File: config.mk
export PLATFORM = sky130hd
export DESIGN_NAME = adc_seq_ctrl
export DESIGN_NICKNAME = d
export VERILOG_FILES = /design/src/rtl/adc_seq_pkg.sv /design/src/rtl/adc_seq_clkdiv.sv /design/src/rtl/adc_seq_fsm.sv /design/src/rtl/adc_seq_bank.sv /design/src/rtl/adc_seq_ctrl.sv
export SDC_FILE = /design/constraint.sdc
export NUM_CORES = 1
export LEC_CHECK = 0
export CORE_MARGIN = 2
export CORE_UTILIZATION = 45
export CTS_CLUSTER_SIZE = 10
export DETAILED_ROUTE_END_ITERATION = 7
export DONT_BUFFER_PORTS = 1
export PLACE_DENSITY = 0.61
export SLEW_MARGIN = 20
export SYNTH_ARGS = -nofsm -noshare
export SYNTH_HDL_FRONTEND = slang
export SYNTH_SLANG_ARGS = --single-unit
File: constraint.sdc
create_clock -name clk -period 6.33 [get_ports clk]
set_clock_uncertainty 0.1 [all_clocks]
set_input_delay 1.5825 -clock clk [delete_from_list [all_inputs] [get_ports clk]]
set_output_delay 1.5825 -clock clk [all_outputs]
set_load 0.02 [all_outputs]
File: src/rtl/adc_seq_pkg.sv
package adc_seq_pkg;

    // Sequencing mode, encoded as {repeat, scan}
    typedef enum logic [1:0] {
        MODE_ONE_ONCE  = 2'b00,
        MODE_SCAN_ONCE = 2'b01,
        MODE_ONE_LOOP  = 2'b10,
        MODE_SCAN_LOOP = 2'b11
    } seq_mode_e;

    localparam logic [1:0] CLKSEL_RSVD = 2'b11;

    // Terminal count of the prescaler for a clock-select code
    function automatic logic [2:0] div_last(input logic [1:0] sel);
        case (sel)
            2'b00:   div_last = 3'd1;
            2'b01:   div_last = 3'd3;
            default: div_last = 3'd7;
        endcase
    endfunction

endpackage

File: src/rtl/adc_seq_clkdiv.sv
module adc_seq_clkdiv
    import adc_seq_pkg::*;
#(
    parameter int DIV_W = 3
) (
    input  logic       clk,
    input  logic       rst_n,
    input  logic       run,
    input  logic [1:0] clksel,
    output logic       tick
);

    typedef struct packed {
        logic [DIV_W-1:0] cnt;
    } div_st_t;

    div_st_t st_d, st_q;
    logic [DIV_W-1:0] lim;

    assign lim = DIV_W'(div_last(clksel));

    always_comb begin
        st_d = st_q;
        tick = 1'b0;
        if (!run) begin
            st_d.cnt = '0;
        end else if (st_q.cnt == lim) begin
            st_d.cnt = '0;
            tick     = 1'b1;
        end else begin
            st_d.cnt = st_q.cnt + 1'b1;
        end
    end

    always_ff @(posedge clk) begin
        if (!rst_n) st_q <= '0;
        else        st_q <= st_d;
    end

endmodule

File: src/rtl/adc_seq_fsm.sv
module adc_seq_fsm
    import adc_seq_pkg::*;
#(
    parameter int NCHAN     = 8,
    parameter int NRES      = 4,
    parameter int CONV_CLKS = 86,
    localparam int CH_W     = $clog2(NCHAN),
    localparam int IDX_W    = $clog2(NRES),
    localparam int CNT_W    = $clog2(CONV_CLKS)
) (
    input  logic             clk,
    input  logic             rst_n,
    input  logic             ctl_wr,
    input  logic             ctl_start,
    input  logic             ctl_stop,
    input  logic             ctl_repeat,
    input  logic             ctl_scan,
    input  logic             ctl_itm,
    input  logic [CH_W-1:0]  ctl_chan,
    input  logic [1:0]       ctl_clksel,
    input  logic             tick,
    output logic             busy,
    output logic [1:0]       clksel,
    output logic             conv_start,
    output logic [CH_W-1:0]  conv_chan,
    output logic             wr_en,
    output logic [IDX_W-1:0] wr_idx,
    output logic             irq
);

    typedef struct packed {
        logic             busy;
        seq_mode_e        mode;
        logic [CH_W-1:0]  last_ch;
        logic             itm;
        logic [CH_W-1:0]  chan;
        logic [IDX_W-1:0] rot;
        logic [CNT_W-1:0] cnt;
        logic             stop_pend;
        logic             start_p;
        logic             irq;
        logic [1:0]       clksel;
    } fsm_st_t;

    fsm_st_t st_d, st_q;

    logic is_scan, is_rep, scan_last, seq_end, irq_now, stop_now, conv_done;

    always_comb begin
        st_d       = st_q;
        st_d.start_p = 1'b0;
        st_d.irq   = 1'b0;
        wr_en      = 1'b0;
        is_scan    = st_q.mode[0];
        is_rep     = st_q.mode[1];
        scan_last  = (st_q.chan == st_q.last_ch);
        seq_end    = is_scan ? scan_last : 1'b1;
        stop_now   = st_q.stop_pend || (ctl_wr && ctl_stop);
        conv_done  = tick && (st_q.cnt == CNT_W'(CONV_CLKS - 1));
        wr_idx     = (st_q.mode == MODE_ONE_LOOP) ? st_q.rot : st_q.chan[IDX_W-1:0];

        case (st_q.mode)
            MODE_ONE_ONCE: irq_now = 1'b1;
            MODE_ONE_LOOP: irq_now = !st_q.itm || (st_q.rot == IDX_W'(NRES - 1));
            default:       irq_now = scan_last;
        endcase

        if (!st_q.busy) begin
            if (ctl_wr) begin
                if (ctl_clksel != CLKSEL_RSVD) st_d.clksel = ctl_clksel;
                if (ctl_start) begin
                    st_d.busy      = 1'b1;
                    st_d.mode      = seq_mode_e'({ctl_repeat, ctl_scan});
                    st_d.last_ch   = ctl_chan;
                    st_d.itm       = ctl_itm;
                    st_d.chan      = ctl_scan ? '0 : ctl_chan;
                    st_d.rot       = '0;
                    st_d.cnt       = '0;
                    st_d.stop_pend = 1'b0;
                    st_d.start_p   = 1'b1;
                end
            end
        end else begin
            if (ctl_wr && ctl_stop) st_d.stop_pend = 1'b1;
            if (conv_done) begin
                wr_en      = 1'b1;
                st_d.cnt   = '0;
                st_d.irq   = irq_now;
                if (st_q.mode == MODE_ONE_LOOP) st_d.rot = st_q.rot + 1'b1;
                if ((!is_rep && seq_end) || stop_now) begin
                    st_d.busy      = 1'b0;
                    st_d.stop_pend = 1'b0;
                end else begin
                    if (is_scan) st_d.chan = scan_last ? '0 : st_q.chan + 1'b1;
                    st_d.start_p = 1'b1;
                end
            end else if (tick) begin
                st_d.cnt = st_q.cnt + 1'b1;
            end
        end
    end

    always_ff @(posedge clk) begin
        if (!rst_n) begin
            st_q      <= '0;
            st_q.mode <= MODE_ONE_ONCE;
        end else begin
            st_q <= st_d;
        end
    end

    assign busy       = st_q.busy;
    assign clksel     = st_q.clksel;
    assign conv_start = st_q.start_p;
    assign conv_chan  = st_q.chan;
    assign irq        = st_q.irq;

endmodule

File: src/rtl/adc_seq_bank.sv
module adc_seq_bank #(
    parameter int NRES   = 4,
    parameter int DATA_W = 10,
    localparam int IDX_W = $clog2(NRES)
) (
    input  logic              clk,
    input  logic              rst_n,
    input  logic              wr_en,
    input  logic [IDX_W-1:0]  wr_idx,
    input  logic [DATA_W-1:0] wr_data,
    input  logic              rd_en,
    input  logic [IDX_W-1:0]  rd_idx,
    output logic [DATA_W-1:0] rd_data,
    output logic              rd_eoc,
    output logic              rd_ovr
);

    typedef struct packed {
        logic              eoc;
        logic              ovr;
        logic [DATA_W-1:0] data;
    } slot_t;

    typedef struct packed {
        slot_t [NRES-1:0] slot;
    } bank_st_t;

    bank_st_t st_d, st_q;
    logic [NRES-1:0] wr_hit, rd_hit;

    for (genvar g = 0; g < NRES; g++) begin : g_hit
        assign wr_hit[g] = wr_en && (wr_idx == IDX_W'(g));
        assign rd_hit[g] = rd_en && (rd_idx == IDX_W'(g));
    end

    always_comb begin
        st_d = st_q;
        for (int i = 0; i < NRES; i++) begin
            if (wr_hit[i]) begin
                st_d.slot[i].data = wr_data;
                st_d.slot[i].ovr  = (st_q.slot[i].eoc || st_q.slot[i].ovr) && !rd_hit[i];
                st_d.slot[i].eoc  = 1'b1;
            end else if (rd_hit[i]) begin
                st_d.slot[i].eoc  = 1'b0;
                st_d.slot[i].ovr  = 1'b0;
            end
        end
    end

    always_ff @(posedge clk) begin
        if (!rst_n) st_q <= '0;
        else        st_q <= st_d;
    end

    assign rd_data = st_q.slot[rd_idx].data;
    assign rd_eoc  = st_q.slot[rd_idx].eoc;
    assign rd_ovr  = st_q.slot[rd_idx].ovr;

endmodule

File: src/rtl/adc_seq_ctrl.sv
module adc_seq_ctrl #(
    parameter int NCHAN     = 8,
    parameter int NRES      = 4,
    parameter int DATA_W    = 10,
    parameter int CONV_CLKS = 86,
    localparam int CH_W     = $clog2(NCHAN),
    localparam int IDX_W    = $clog2(NRES)
) (
    input  logic              clk,
    input  logic              rst_n,
    input  logic              ctl_wr,
    input  logic              ctl_start,
    input  logic              ctl_stop,
    input  logic              ctl_repeat,
    input  logic              ctl_scan,
    input  logic              ctl_itm,
    input  logic [CH_W-1:0]   ctl_chan,
    input  logic [1:0]        ctl_clksel,
    input  logic              rd_en,
    input  logic [IDX_W-1:0]  rd_idx,
    output logic [DATA_W-1:0] rd_data,
    output logic              rd_eoc,
    output logic              rd_ovr,
    output logic              busy,
    output logic              irq,
    output logic              adc_start,
    output logic              adc_tick,
    output logic [CH_W-1:0]   adc_chan,
    input  logic [DATA_W-1:0] adc_data
);

    logic [1:0]       cur_clksel;
    logic             res_wr;
    logic [IDX_W-1:0] res_idx;

    adc_seq_clkdiv #(.DIV_W(3)) u_div (
        .clk    (clk),
        .rst_n  (rst_n),
        .run    (busy),
        .clksel (cur_clksel),
        .tick   (adc_tick)
    );

    adc_seq_fsm #(
        .NCHAN     (NCHAN),
        .NRES      (NRES),
        .CONV_CLKS (CONV_CLKS)
    ) u_fsm (
        .clk        (clk),
        .rst_n      (rst_n),
        .ctl_wr     (ctl_wr),
        .ctl_start  (ctl_start),
        .ctl_stop   (ctl_stop),
        .ctl_repeat (ctl_repeat),
        .ctl_scan   (ctl_scan),
        .ctl_itm    (ctl_itm),
        .ctl_chan   (ctl_chan),
        .ctl_clksel (ctl_clksel),
        .tick       (adc_tick),
        .busy       (busy),
        .clksel     (cur_clksel),
        .conv_start (adc_start),
        .conv_chan  (adc_chan),
        .wr_en      (res_wr),
        .wr_idx     (res_idx),
        .irq        (irq)
    );

    adc_seq_bank #(
        .NRES   (NRES),
        .DATA_W (DATA_W)
    ) u_bank (
        .clk     (clk),
        .rst_n   (rst_n),
        .wr_en   (res_wr),
        .wr_idx  (res_idx),
        .wr_data (adc_data),
        .rd_en   (rd_en),
        .rd_idx  (rd_idx),
        .rd_data (rd_data),
        .rd_eoc  (rd_eoc),
        .rd_ovr  (rd_ovr)
    );

endmodule

Word-level counts from Yosys, hierarchy flattened
Index checks and enable logic that the tools add are counted.

Register bits after elaboration: 75. Bits of input ports: 26. Output and inout bits: 19.

$add $sub $neg: 4. $lt $le $gt $ge: 1. Equality and inequality tests: 18. Multiplexer cells: 35. Bitwise logic cells: 2. Reductions and logical operators: 46.

Operator list (number): $mux W21 (2); $bmux W12 S2 (1); $mux W2 (10); $logic_and A1 B1 Y1 (15); $mux W3 (5); $mux W14 (1); $mux W7 (2); $eq A2 B2 Y1 const B (6); $mux W12 (1); $reduce_and A3 Y1 (4); $reduce_bool A2 Y1 (6); $mux W1 (10); $ne A2 B2 Y1 const B (5); $logic_not A2 Y1 (4); $add A7 B1 Y7 const B (1); $eq A7 B7 Y1 const B (1); $logic_or A1 B1 Y1 (7); $add A3 B1 Y3 const B (2); $eq A2 B1 Y1 const B (3); $eq A3 B3 Y1 (2); $logic_not A1 Y1 (6); $pmux W3 S2 (1); $mux W5 (1); $reduce_and A5 Y1 (1); 8 further kinds (9).

Logic depth before layout (Yosys ltp)
Depth after elaboration: 10. Gate-level depth with buffers: 7. Gate-level depth less buffers: 6.

Hierarchy
From an unflattened synthesis, not the netlist that was laid out.

Cell total of the unflattened synthesis: 345. Area, all modules: 3544.6 sq um.

By module, submodules not included: adc_seq_bank (instances 1, cells an instance 191, area each 2110.8 sq um, seq. area each 960.9 sq um); adc_seq_fsm (instances 1, cells an instance 140, area each 1295.0 sq um, seq. area each 480.5 sq um); adc_seq_clkdiv (instances 1, cells an instance 14, area each 138.9 sq um, seq. area each 60.1 sq um).

Least setup slack after synthesis
Ideal clock, no wire load.

Path type: input to output. From: in rd_idx[1]. To: out rd_data[0]. Arrival: 2.793 ns. Data required time: 4.648 ns. Setup slack: 1.855 ns. Stages on the path: 3. Buffers on the path: 2. Cell sequence: clkbuf_1 buf_2 mux4_2.

Longest elaborated chain between the ends: 2.

RTL lines: start: declaration (RTL line adc_seq_ctrl.sv:20) `input logic [IDX_W-1:0] rd_idx,`; $bmux W12 S2 (RTL line adc_seq_bank.sv:55) `assign rd_data = st_q.slot[rd_idx].data;`; $mux W12 (not written as such) (RTL line adc_seq_bank.sv:55); end: declaration (RTL line adc_seq_ctrl.sv:21) `output logic [DATA_W-1:0] rd_data,`.

No other way between the ends. The select of a mux whose other input is x is not followed.

Final worst setup path
From: in rd_idx[1]. To: out rd_data[4].

The elaborated chain is that of the path after synthesis.

==> metrics.md <==
| Metric | Value |
|---|---|
| GR Overflow Total | `0` |
| RSZ-0062 raised after global routing | `false` |
| CP bufs+invs | `0` |
| Ports | `45` |
| Final wirelength | `6.98 mm` |
| Static leakage | `1.18 nW` |
| Starting density of the core | `46.0%` |
| Postcts setup bufs | `0` |
| Async SR Flop Fraction | `0%` |
| CP top delay family | `multiplexers` |
| Final setup fails | `0` |
| Top cell type's share of synthesized area | `45.5%` |
| Worst Path Max Fanout | `16` |
| Placer Congestion | `0.748` |
| Netlist cell types | `50` |
| Yosys Warn Count | `0` |
| Maximum VDD drop | `0.166 mV` |
| Rel. slew slack | `37.1%` |
| Htree depth | `3` |
| Die X | `89.6 um` |
| Final period utilization | `60.5%` |
| Die height | `89.6 um` |
| Slowest CP cell | `mux4_2` |
| Initial antenna violation count | `0` |
| Pwr Density | `269 mW/mm2` |
| Vias in the first global route | `2378` |
| IO buf count | `0` |
| Fin area | `0.00354 mm2` |
| Syn_nets | `391` |
| Startpoint types | `primary input` |
| Ant. Diodes | `0` |
| Drt first-iter violations | `125` |
| Layout cells sized above 1 | `11.2%` |
| EDFF count, synth | `0` |
| Routed vias/inst | `5.66` |
| Largest net degree at the start of global routing | `63` |
| Synth area leaders | `dfxtp_1 (46%), nand3_1 (8.3%), mux4_2 (8.2%)` |
| Critical path endpoint category | `primary output` |
| Final Hold Viols | `0` |
| Placed cell area | `0.00331 mm2` |
| CTS Sinks | `75` |
| DRC Markers | `0` |
| Max frequency | `261 MHz` |
| Resized cells post-CTS | `0` |
| Fin Hold WS | `0.369 ns` |
| Synthesized area | `0.00330 mm2` |
| Syn Inst Count | `360` |
| CP arrival | `2.15 ns` |
| Slowest cell delay on critical path | `0.56 ns` |
| Fin. max-slew vios | `0` |
| Total CTS buffers | `9` |
| Max cap viols | `0` |
| Synth-to-layout area growth | `7.21%` |
| Setup Slack @ Placement | `2.50 ns` |
| Worst Setup Path Type | `primary input to primary output` |
| Cell row count | `31` |
| Root Buffer | `clkbuf_8` |
| Register area share after synthesis | `45.5%` |
| CTS Hold Buffers Added | `0` |
| Total negative setup slack | `0 ns` |
| Seq cells post-synth | `75` |
| HPWL after detailed placement | `4.59 mm` |
| Top_reg_cell synth | `dfxtp_1` |
| Final core utilization | `49.3%` |
| First-pass GRT wire length | `11.2 mm` |
| CP Cell Sequence | `mux4_2` |
| CTS tree | `built` |
| Vias | `2537` |
| Overall Global Routing Usage | `18.4%` |
| Routed wire length per instance | `15.6 um` |
| CP required | `4.65 ns` |
| Pre-antenna DRT Iters | `4` |
| Core Region | `0.00718 mm2` |
| Syn_area_per_cell | `9.16 um2` |
| Setup slack after layout | `2.50 ns` |
| Worst-Margin Slew | `0.941 ns` |
| Status | `complete, no violations` |
| Die area | `0.00803 mm2` |
| Post-synth top area cell | `dfxtp_1` |
| Hold crit path type | `flop to flop` |
| Final min period | `3.83 ns` |
| Clock transition at path regs | `0.08 ns` |
| Clock Path Buffers | `2` |
| Nets | `375` |
| ANT nets after route | `0` |
| Worst-Skew Late Latency | `0.35 ns` |
-- layout by cell type (no fill, tap or decap), types with 8 or more instances in the layout --
master / instances
dfxtp_1: 75
nand3_1: 55
o21ai_0: 44
nand2_1: 33
a21oi_1: 19
nor2_1: 15
mux4_2: 12
nand4_1: 9
clkbuf_8: 9
inv_1: 8
-- area by class of cell --
cell class	instances	area (um2)
Clock inverter	7	105
Tap cell	99	124
Clock buffer	9	124
Inverter	8	30.0
Fill cell	681	3640
Sequential cell	75	1500
Multi-Input combinational cell	250	1650
-- through the flow --
stage	total power, W	cells
after floorplan	0.000538	360
after global placement	0.000535	432
after detailed placement	0.000536	432
after CTS	0.000961	448
after global routing	0.000989	448
final	0.000950	448
-- per-layer routing --
layer  routed length (um)  part of all wire, %  track usage (%)
met5                    0                    0                0
met4                  101                  1.4             6.51
met3                  345                  4.9             6.12
met2                 3250                   47             28.5
met1                 3280                   47             24.3
-- power by group --
part	switching, W	total (W)	internal, W
logic	0.0000232	0.0000395	0.0000163
clock network	0.000196	0.000425	0.000229
registers	0.00000901	0.000486	0.000477
total	0.000229	0.000950	0.000722
-- sequential cells by signal, summed over array words and instances (netlist names) --
signal            flops
u_fsm.irq             1
u_fsm.conv_chan       3
u_fsm.is_rep          1
u_fsm.is_scan         1
u_fsm.st_q           14
u_fsm.busy            1
u_bank.st_q          48
u_fsm.conv_start      1
u_div.st_q            3
u_fsm.clksel          2
-- cell families (layout without fill, tap and decap cells) --
kind of cell,count (synthesis),in the layout,synth area share (%)
simple gates,136,136,21.2
mux,16,16,9.48
compound gates,83,83,14.8
fa+ha+maj,5,5,1.90
buf+inv,35,24,4.40
xor+xnor,10,10,2.66
flops,75,75,45.5
-- synth_stat cells (all sizes together) (2+ instances only) --
master and instances:
dfxtp 75, nand3 55, o21ai 47, nand2 33, a21oi 19, clkbuf 17
nor2 15, mux4 12, buf 10, nand4 9, inv 8, ha 5
xnor2 5, xor2 5, a211oi 3, and2 3, nand3b 3, nand4b 3
and3 2, mux2 2, mux2i 2, nor3 2, o22ai 2
-- path summary, 6_finish.rpt --
kind | from | to | slack, ns | depth (start not counted)
worst max-delay path | rd_idx[1] | rd_data[4] | 2.50 | 1
worst min-delay path | u_bank.st_q[36] | u_bank.st_q[36] | 0.37 | 2
worst max register to register | u_fsm.busy | u_bank.st_q[12] | 3.21 | 5
worst min register to register | u_bank.st_q[36] | u_bank.st_q[36] | 0.37 | 2
(Power assumes the default switching activity.)
